<file path="config.mk">
export PLATFORM = sky130hd
export DESIGN_NAME = tx_bid_ctrl
export DESIGN_NICKNAME = d
export VERILOG_FILES = /design/src/rtl/tx_bid_pkg.sv /design/src/rtl/tx_bid_eval.sv /design/src/rtl/tx_word_counter.sv /design/src/rtl/tx_bid_ctrl.sv
export SDC_FILE = /design/constraint.sdc
export NUM_CORES = 1
export LEC_CHECK = 0
export ABC_CLOCK_PERIOD_IN_PS = 3100
export BUFFER_PORTS_ARGS = -buffer_cell sky130_fd_sc_hd__buf_4
export CAP_MARGIN = 20
export CORE_ASPECT_RATIO = 1.4
export CORE_MARGIN = 2
export CORE_UTILIZATION = 25
export CTS_CLUSTER_SIZE = 25
export DETAILED_ROUTE_END_ITERATION = 6
export GPL_TIMING_DRIVEN = 0
export HOLD_SLACK_MARGIN = 0.05
export REMOVE_ABC_BUFFERS = 1
export SYNTH_ARGS = -nofsm -noshare
export SYNTH_HDL_FRONTEND = slang
export SYNTH_SLANG_ARGS = --single-unit
</file>
<file path="constraint.sdc">
create_clock -name clk -period 3.1 [get_ports clk]
set_clock_uncertainty 0.2 [all_clocks]
set_input_delay 0.62 -clock clk [delete_from_list [all_inputs] [get_ports clk]]
set_output_delay 0.62 -clock clk [all_outputs]
set_load 0.01 [all_outputs]
</file>
<file path="src/rtl/tx_bid_pkg.sv">
package tx_bid_pkg;

    typedef enum logic [1:0] {
        BID_IDLE  = 2'd0,
        BID_WAIT  = 2'd1,
        BID_READY = 2'd2
    } bid_state_e;

    // byte offsets of the host word ports
    localparam int unsigned OFS_DATA = 0;
    localparam int unsigned OFS_CMD  = 4;
    localparam int unsigned OFS_LEN  = 6;

    // words needed to carry n bytes
    function automatic int unsigned bytes_to_words(input int unsigned n);
        return (n + 1) / 2;
    endfunction

endpackage

</file>
<file path="src/rtl/tx_bid_eval.sv">
module tx_bid_eval #(
    parameter int LEN_W   = 16,
    parameter int MAX_LEN = 1514,
    parameter int WORD_W  = 10
) (
    input  logic [LEN_W-1:0]  len,
    output logic              len_ok,
    output logic [WORD_W-1:0] len_words
);
    logic [LEN_W:0] rounded;

    always_comb begin
        len_ok    = (len != '0) && ({1'b0, len} <= (LEN_W+1)'(MAX_LEN));
        rounded   = ({1'b0, len} + (LEN_W+1)'(1)) >> 1;
        len_words = len_ok ? WORD_W'(rounded) : '0;
    end
endmodule

</file>
<file path="src/rtl/tx_word_counter.sv">
module tx_word_counter #(
    parameter int WORD_W = 10
) (
    input  logic              clk,
    input  logic              rst,
    input  logic              load,
    input  logic [WORD_W-1:0] need_in,
    input  logic              step,
    output logic [WORD_W-1:0] need,
    output logic              at_last
);
    logic [WORD_W-1:0] need_q;
    logic [WORD_W-1:0] cnt_q;

    always_ff @(posedge clk) begin
        if (rst) begin
            need_q <= '0;
            cnt_q  <= '0;
        end else if (load) begin
            need_q <= need_in;
            cnt_q  <= '0;
        end else if (step) begin
            cnt_q  <= cnt_q + WORD_W'(1);
        end
    end

    assign need    = need_q;
    assign at_last = (cnt_q == need_q - WORD_W'(1));
endmodule

</file>
<file path="src/rtl/tx_bid_ctrl.sv">
module tx_bid_ctrl #(
    parameter int DATA_W  = 16,
    parameter int LEN_W   = 16,
    parameter int MAX_LEN = 1514,
    parameter int FREE_W  = 11,
    parameter int ADDR_W  = 4
) (
    input  logic              clk,
    input  logic              rst,
    input  logic              host_we,
    input  logic [ADDR_W-1:0] host_addr,
    input  logic [DATA_W-1:0] host_wdata,
    input  logic              evt_read,
    input  logic              rdy_irq_en,
    input  logic [FREE_W-1:0] free_words,
    output logic              rdy_now,
    output logic              bid_err,
    output logic              evt_rdy,
    output logic              irq,
    output logic [DATA_W-1:0] cmd_word,
    output logic              pay_we,
    output logic [DATA_W-1:0] pay_data,
    output logic              pay_last
);
    import tx_bid_pkg::*;

    localparam int MAX_WORDS = bytes_to_words(MAX_LEN);
    localparam int WORD_W    = $clog2(MAX_WORDS + 1);

    bid_state_e        state_q;
    logic              wr_len, wr_cmd, wr_dat;
    logic              len_ok;
    logic [WORD_W-1:0] len_words;
    logic [WORD_W-1:0] need;
    logic              at_last;
    logic              space_ok;
    logic              grant;
    logic              err_q, evt_q;
    logic [DATA_W-1:0] cmd_q;

    assign wr_len = host_we && (host_addr == ADDR_W'(OFS_LEN));
    assign wr_cmd = host_we && (host_addr == ADDR_W'(OFS_CMD));
    assign wr_dat = host_we && (host_addr == ADDR_W'(OFS_DATA));

    tx_bid_eval #(
        .LEN_W  (LEN_W),
        .MAX_LEN(MAX_LEN),
        .WORD_W (WORD_W)
    ) u_eval (
        .len      (LEN_W'(host_wdata)),
        .len_ok   (len_ok),
        .len_words(len_words)
    );

    tx_word_counter #(
        .WORD_W(WORD_W)
    ) u_cnt (
        .clk    (clk),
        .rst    (rst),
        .load   (wr_len && len_ok),
        .need_in(len_words),
        .step   (pay_we),
        .need   (need),
        .at_last(at_last)
    );

    assign space_ok = ({{(FREE_W+1){1'b0}}, need} <= {{(WORD_W+1){1'b0}}, free_words});
    assign grant    = (state_q == BID_WAIT) && space_ok;

    always_ff @(posedge clk) begin
        if (rst) begin
            state_q <= BID_IDLE;
            err_q   <= 1'b0;
        end else if (wr_len) begin
            state_q <= len_ok ? BID_WAIT : BID_IDLE;
            err_q   <= !len_ok;
        end else begin
            case (state_q)
                BID_WAIT:  if (space_ok) state_q <= BID_READY;
                BID_READY: if (pay_we && at_last) state_q <= BID_IDLE;
                default:   state_q <= BID_IDLE;
            endcase
        end
    end

    always_ff @(posedge clk) begin
        if (rst)           evt_q <= 1'b0;
        else if (wr_len)   evt_q <= 1'b0;
        else if (grant)    evt_q <= 1'b1;
        else if (evt_read) evt_q <= 1'b0;
    end

    always_ff @(posedge clk) begin
        if (rst)         cmd_q <= '0;
        else if (wr_cmd) cmd_q <= host_wdata;
    end

    assign rdy_now  = (state_q == BID_READY);
    assign bid_err  = err_q;
    assign evt_rdy  = evt_q;
    assign irq      = evt_q && rdy_irq_en;
    assign cmd_word = cmd_q;
    assign pay_we   = wr_dat && rdy_now;
    assign pay_data = host_wdata;
    assign pay_last = pay_we && at_last;
endmodule

</file>
Yosys cells after proc, flatten, opt, wreduce, memory -nomap -nowiden. Cells that the tools add are included.

Word-level logic and storage cells: 42. Flip-flop bits (word level): 40. Output and inout bits: 38. Bits of input ports: 36.

$lt $le $gt $ge: 2. Reductions and logical operators: 16. Eq/ne operators: 7. Muxes and demuxes: 8. $add $sub $neg: 3.

Operators by type and width (count): <= comparator 16 x 11 -> 1 bit, second input constant (1); nonzero test 16 bit (1); adder 11 x 1 -> 11 bit, second input constant (1); <= comparator 10 x 11 -> 1 bit (1); adder 10 x 1 -> 10 bit, second input constant (1); == test 10 bit (1); two-way mux 10 bit (1); subtractor 10 x 1 -> 10 bit, second input constant (1); logical AND 1 bit (9); == test 4 x 3 -> 1 bit, second input constant (2); two-way mux 2 bit (3); zero test 4 bit (1); case mux 2 bit (2 select lines) (1); OR reduction 2 bit (2); two-way mux 1 bit (3); != test 3 x 1 -> 1 bit, second input constant (1); != test 3 bit, second input constant (1); == test 2 x 1 -> 1 bit, second input constant (1); == test 2 bit, second input constant (1); AND reduction 2 bit (1); nonzero test 2 bit (1); zero test 1 bit (1).

Logic depth before layout (Yosys ltp). Gate-level depths: netlist of the first run.

Depth after elaboration: 7. Mapped depth: 10. Depth with buffers taken out: 8.

Modules after synthesis. Synthesis of the first run repeated with hierarchy kept, for this count alone.

Cells, all modules: 339. Area, all modules: 2841.5 sq um.

Modules (own cells, without submodules): tx_word_counter (sequential area each 400.4 sq um, area an instance 1221.2 sq um, cells each 138, times used 1); tx_bid_ctrl (sequential area each 400.4 sq um, area an instance 1214.9 sq um, cells each 149, times used 1); tx_bid_eval (sequential area each 0.0 sq um, area an instance 405.4 sq um, cells each 52, times used 1).

Worst setup path after synthesis of the first run. Ideal clock, no wire load.

Path kind: input port to output port. From: input port host_addr[0]. To: output port pay_last. Data required time: 2.280 ns. Arrival: 2.060 ns. Path buffers: 0. Path slack: 0.220 ns. Cell stages on the path: 4. Cell sequence: or4b_1 nor3_4 and4_4 and4_1.

Longest elaborated chain between the ends: 4.

Ends and longest elaborated chain: start, declared (RTL line tx_bid_ctrl.sv:11) `input logic [ADDR_W-1:0] host_addr,`; zero test 4 bit (RTL line tx_bid_ctrl.sv:43) `assign wr_dat = host_we && (host_addr == ADDR_W'(OFS_DATA));`; logical AND 1 bit (RTL line tx_bid_ctrl.sv:43); logical AND 1 bit (RTL line tx_bid_ctrl.sv:103) `assign pay_we = wr_dat && rdy_now;`; via pay_we (RTL line tx_bid_ctrl.sv:21) `output logic pay_we,`; logical AND 1 bit (RTL line tx_bid_ctrl.sv:105) `assign pay_last = pay_we && at_last;`; end, declared (RTL line tx_bid_ctrl.sv:23) `output logic pay_last`.

The timed path passes the listed nets, and every way through them passes these cells.

Final worst setup path of the first run.
From: register u_cnt.need_q[0], in the netlist u_cnt.need[0]. To: output port pay_last.

Longest elaborated chain between the ends: 3.

Ends and longest elaborated chain: start, declared (RTL line tx_word_counter.sv:12) `logic [WORD_W-1:0] need_q;`; start signal, assigned (RTL line tx_word_counter.sv:20) `need_q <= need_in;`; subtractor 10 x 1 -> 10 bit (RTL line tx_word_counter.sv:28) `assign at_last = (cnt_q == need_q - WORD_W'(1));`; == test 10 bit (RTL line tx_word_counter.sv:28); logical AND 1 bit (RTL line tx_bid_ctrl.sv:105).

No other way between the ends.

==> impl_results.md, run 1 <==
* TNS Setup at 0 ns
* Final hold vios at 0
* TritonCTS sink count at 40
* Cts hold-fix bufs at 0
* Critical path, cell by cell: inv_2 > ha_4 > or3b_4 > or3_1 > a21oi_2 > and4_1 > buf_4
* Setup slack, reg-to-reg at 0.81 ns
* Area share of the largest cell type after synthesis at 31.7%
* Total die area at 0.0109 mm2
* Sw frac at 22.9%
* Global-route wire length before repair at 10.4 mm
* Logic pwr share at 11.3%
* Largest net degree at the start of global routing at 31
* Hold Path Class: reg -> reg
* Finish-stage setup viols at 0
* RR Endpoint: evt_rdy
* Power Total at 1130 uW
* Critical Path Start: u_cnt.need[0]
* Vias at 2,240
* TritonCTS clock tree: done
* Fin crit share at 97.2%
* GRT Total Usage at 12.3%
* Initial Util at 25.6%
* Dpl hpwl at 4.98 mm
* DR vias/cell at 4.53
* Reg power frac at 45.7%
* Initial antenna violation count at 0
* Int Power at 873 uW
* Crit Path Class: reg -> out
* Clock transition at path regs at 0.06 ns
* Average wire per standard cell at 12.9 um
* DR iter-0 viols at 49
* Yosys Warn Count at 0
* Pre-antenna DRT Iters at 4
* CP peak stage delay at 0.41 ns
* Status: completed
* Unrepaired setup endpoints after global routing: false
* Die H at 123 um
* Final GP Congestion at 0.834
* Period minus WS final at 3.01 ns
* Layout Nets at 410
* Setup crit end kind: output port
* Switching pwr at 259 uW
* Maximum fanout along the worst path at 6
* Distinct cells, synth at 46
* Vias in the first global route at 2,233
* Slew @ Worst Pin at 0.695 ns
* VDD IR max at 0.257 mV
* Port bufs at 73
* Seq cells post-synth at 40
* CTS Buffer Depth at 2
* Slowest CP cell: or3b_4
* Setup crit end: pay_last
* P_leak at 0.00153 uW
* ANT nets after route at 0
* Mapped cell area at 0.00252 mm2
* Rows at 43
* Syn Area/Cell at 8.30 um2
* Total CTS buffers at 5
* IO Pins at 74
* Root Buffer Master: clkbuf_16
* P per Cell Area at 346 mW/mm2
* Syn-to-layout area delta at 29.8%
* Yosys top cell by area: dfxtp_1
* Clock latency on the worst-skew pair at 0.28 ns
* Final Max Tran Viols at 0
* Proportion of layout cells with a drive suffix above 1 at 29.2%
* H-tree depth at 2
* Die width at 88.9 um
* Crit path DAT at 2.19 ns
* Worst Setup Start Kind: flip-flop
* Gate Count Post-Synth at 304
* DR DRC count at 0
* R2r startpoint: u_cnt.need[2]
* Largest cells by area after synthesis: dfxtp_1 32%, nor2_1 8.2%, ha_1 7.4%
* Cells on worst reg2reg path at 8
* Max_cap viols at 0
* Total grt overflow at 0
* ANT cells at 0
* Worst slew margin at 53.4%
* Clock share of power at 43.0%
* Total Wirelength at 6.36 mm
* Core box area at 0.00985 mm2
* F_max at 332 MHz
* Register area share after synthesis at 31.7%
* CP required at 2.28 ns
[worst min-delay path by stage]
stage                      from          end  cells after the start
floorplan               evt_rdy      evt_rdy                      2
global placement        bid_err      bid_err                      2
detailed placement      bid_err      bid_err                      2
CTS                     bid_err      bid_err                      2
global route        cmd_word[5]  cmd_word[5]                      2
finish                  bid_err      bid_err                      2
[cell usage after synthesis, drive strengths merged]
| master | number |
|---|---|
| clkbuf | 9 |
| mux2i | 15 |
| xnor2 | 18 |
| ha | 15 |
| a2bb2oi | 1 |
| a32o | 1 |
| o21ai | 5 |
| inv | 21 |
| and4 | 3 |
| nor2 | 55 |
| and3 | 3 |
| nand2 | 12 |
| or2 | 3 |
| nor3 | 5 |
| nor4 | 7 |
| or3 | 2 |
| nor4b | 1 |
| o31ai | 1 |
| a221oi | 1 |
| o22ai | 1 |
| nand2b | 2 |
| nor3b | 1 |
| and2 | 1 |
| a221o | 1 |
| a41o | 2 |
| nand4 | 6 |
| xor2 | 13 |
| a211oi | 9 |
| dfxtp | 40 |
| nor2b | 1 |
| nand3 | 9 |
| a211o | 1 |
| a21oi | 11 |
| buf | 20 |
| or4 | 2 |
| or3b | 1 |
| or4b | 1 |
| nand4b | 1 |
| nand3b | 1 |
| a21o | 2 |
[logic make-up (layout without fill, tap and decap cells)]
family          after synthesis  count (layout)  share of synthesized area (%)
simple gates                117             117                           24.1
buf+inv                      50             105                           10.3
flops                        40              40                           31.7
compound gates               36              36                           9.77
xor+xnor                     31              31                           10.8
fa+ha+maj                    15              15                           7.44
mux                          15              15                           5.95
[timing repair]
item                                    4_1_cts  5_1_grt
pin swaps                                     1        3
endpoints found under the setup margin        1        1
gates resized for setup                       6        8
setup buffers                                 1        2
[per-stage QoR]
stage / cell area [um2] / utilization, % / worst slack (ns) / std cells / hold WS, ns
6_report: 3280 / 33.3 / 0.0855 / 494 / 0.282
5_1_grt: 3280 / 33.3 / 0.0000824 / 494 / 0.322
4_1_cts: 3240 / 32.9 / 0.0110 / 492 / 0.290
3_5_place_dp: 3080 / 31.2 / -0.0605 / 484 / 0.277
3_3_place_gp: 3060 / 31.1 / -0.983 / 483 / 0.259
2_1_floorplan: 2340 / - / -0.0411 / 275 / 0.297
[cell usage in the layout (no fill, tap or decap), drive strengths merged, types with 5 or more instances in the layout]
cell type / instances
buf: 77
nor2: 55
dfxtp: 40
inv: 21
xnor2: 18
mux2i: 15
ha: 15
xor2: 13
nand2: 12
a21oi: 11
a211oi: 9
nand3: 9
nor4: 7
nand4: 6
clkbuf: 6
o21ai: 5
nor3: 5
[layout make-up]
cell class                 count  area, um2
clock buffer                   6        129
clock inverter                 1       5.00
fill                        1074       6570
inverter                      21       78.8
multi-input combinational    214       1510
sequential                    40        807
tap                          135        169
timing repair buffer          77        582
[registers in the layout (all words and copies together) (netlist names)]
register and cells:
bid_err 1, cmd_word 16, evt_rdy 1, state_q 2, u_cnt.cnt_q 10, u_cnt.need 10
[critical path: cells and delay by family (launching register included)]
family                     cells  cell delay (ns)
DFF                            1             0.36
adders and majority gates      1             0.16
buffers and inverters          2             0.21
and+or+nand+nor                3             1.01
AOI/OAI and AO/OA              1             0.17
[metal layers]
metal,share of wire [%],GRT usage [%],vias to the layer above
met4,2.3,5.49,0
met5,0,0,-
met1,41,14.5,1035
met2,52,21.2,59
met3,4.6,2.62,12
li1,-,-,1134
[power by group through the flow]
stage | Clock [uW] | Sequential [uW] | Combinational, uW
3_3_place_gp | 0 | 530 | 128
3_5_place_dp | 0 | 530 | 129
2_1_floorplan | 0 | 531 | 36.8
6_report | 486 | 518 | 128
5_1_grt | 520 | 518 | 141
4_1_cts | 502 | 519 | 130
(Power assumes the default switching activity.)
==> run 2, diff against run 1 <==
Settings changed: CORE_ASPECT_RATIO 1.4 to 0.8.
==> run 2 against run 1 <==
Against the previous run: combinational power about the same; routed wire length increased by 0.55%; worst setup slack got worse by 0.057 ns; sequential share of layout area shrank 0.49 points; utilization up 1.1 points; register-to-register slack lost 0.03 ns; flip-flop and latch count did not move; critical endpoint unchanged; sequential power barely moved; die area about the same; cell count is 0.40% higher.
==> impl_results.md, run 2 (synthesis gave the netlist of run 1 again) <==
* Status: completed
* Family with the most delay on the worst path: simple AND/OR/NAND/NOR gates
* Critical path, cell by cell: or4_4 > xnor2_2 > a41o_1 > a211o_1 > and4_4 > buf_6
* Crit path DAT at 2.25 ns
* Die H at 93.9 um
* GRT Total Usage at 11.9%
* DR iter-0 viols at 111
* Power Total at 1270 uW
* ANT nets after route at 0
* Dpl hpwl at 4.80 mm
* Global-route wire length before repair at 10.2 mm
* Total die area at 0.0109 mm2
* Final GP Congestion at 0.798
* Period minus WS final at 3.07 ns
* Port bufs at 73
* Hold Path Class: reg -> reg
* Filler cells at 1,029
* Setup crit end kind: output port
* Vias at 2,241
* DR vias/cell at 4.52
* Unrepaired setup endpoints after global routing: true
* Fin crit share at 99.1%
* Crit Path Class: reg -> out
* Maximum fanout along the worst path at 5
* Initial antenna violation count at 0
* DP Area at 0.00308 mm2
* Final hold vios at 0
* Place WS at -0.106 ns
* VDD IR max at 0.214 mV
* Commonest non-fill, non-tap cell in the layout: buf_4
* Most frequent cells in the layout: 75 x buf_4, 54 x nor2_1, 37 x dfxtp_1, 19 x inv_1, 17 x xnor2_1
* Pre-antenna DRT Iters at 4
* Hold slack at 0.293 ns
* H-tree depth at 2
* Vias in the first global route at 2,075
* Initial Util at 25.9%
* Core box area at 0.00973 mm2
* Max_cap viols at 0
* Layout Nets at 410
* Clock transition at path regs at 0.06 ns
* P_leak at 0.00157 uW
* Total CTS buffers at 5
* Worst slew margin at 65.8%
* CTS Buffer Depth at 2
* Largest net degree at the start of global routing at 31
* Total grt overflow at 0
* Cts hold-fix bufs at 0
* Final Max Tran Viols at 0
* Worst Setup Start Kind: flip-flop
* P per Cell Area at 381 mW/mm2
* Final instance area at 0.00334 mm2
* Average wire per standard cell at 12.9 um
* DR DRC count at 0
* Clock latency on the worst-skew pair at 0.28 ns
* Proportion of layout cells with a drive suffix above 1 at 30.3%
* Number of flip-flops under the largest register name at 16
* Total Wirelength at 6.40 mm
* Die width at 116 um
* Slowest CP cell: or4_4
* CP required at 2.28 ns
* Root Buffer Master: clkbuf_16
* Setup slack after layout at 0.0281 ns
* Syn-to-layout area delta at 32.4%
* CP peak stage delay at 0.60 ns
* Rows at 32
* IO Pins at 74
* ANT cells at 0
* TritonCTS clock tree: done
* Post-Layout Cell Count at 496
* Placed Cells at 485
* Slew @ Worst Pin at 0.513 ns
* TritonCTS sink count at 40
* Buf/Inv on CP at 1
* F_max at 326 MHz
* Finish-stage setup viols at 0
run 2: cell types whose count changed in the layout (fill, tap and decap cells not counted), sizes merged:
cell / previous run / this run
bufinv: 0 / 1
clkbuf: 6 / 7
clkinv: 1 / 0
run 2: power breakdown:
part	switching [uW]	internal (uW)
clock network	203	424
logic	64.7	64.4
registers	1.91	516
total	270	1000
run 2: repair_timing:
| action | CTS | global route |
|---|---|---|
| endpoints found under the hold margin | 0 | 0 |
| setup endpoints to repair | 1 | 1 |
| resized for setup | 9 | 9 |
| pin swaps | 2 | 5 |
| buffers inserted | 2 | 1 |
run 2: tightest hold or removal path, cell delays in order (launching register included):
cell	delay (ns)
dfxtp_1	0.32
nand2b_1	0.07
a21oi_1	0.06
run 2: final cells by class:
cell class | instances | area (um2) | area share [%]
flip-flops and latches | 40 | 807 | 24.1
repair buffers | 77 | 586 | 17.5
clock inverters | 1 | 30.0 | 0.899
multi-input cells | 214 | 1520 | 45.3
well taps | 136 | 170 | 5.09
inverters | 21 | 81.3 | 2.43
clock buffers | 7 | 153 | 4.57
run 2: per-stage QoR:
stage	TNS (ns)	utilization [%]
floorplan	-0.452	-
global placement	-13.83	31.5
detailed placement	-0.106	31.6
CTS	0	34.0
global route	-0.0303	34.3
finish	0	34.3
run 2: metal layers:
layer  GRT usage, %  share of wire [%]  wire length (um)
met1           17.1                 53              3370
met2           17.2                 41              2610
met3           2.32                4.9               313
met4           4.76                1.7               108
met5              0                  0                 0
run 2: final timing paths:
| path | startpoint | to | slack, ns | cells past startpoint |
|---|---|---|---|---|
| worst max-delay path | u_cnt.need[0] | pay_last | 0.03 | 6 |
| worst min-delay path | evt_rdy | evt_rdy | 0.29 | 2 |
| worst max register to register | u_cnt.need[2] | evt_rdy | 0.78 | 7 |
| worst min register to register | evt_rdy | evt_rdy | 0.29 | 2 |
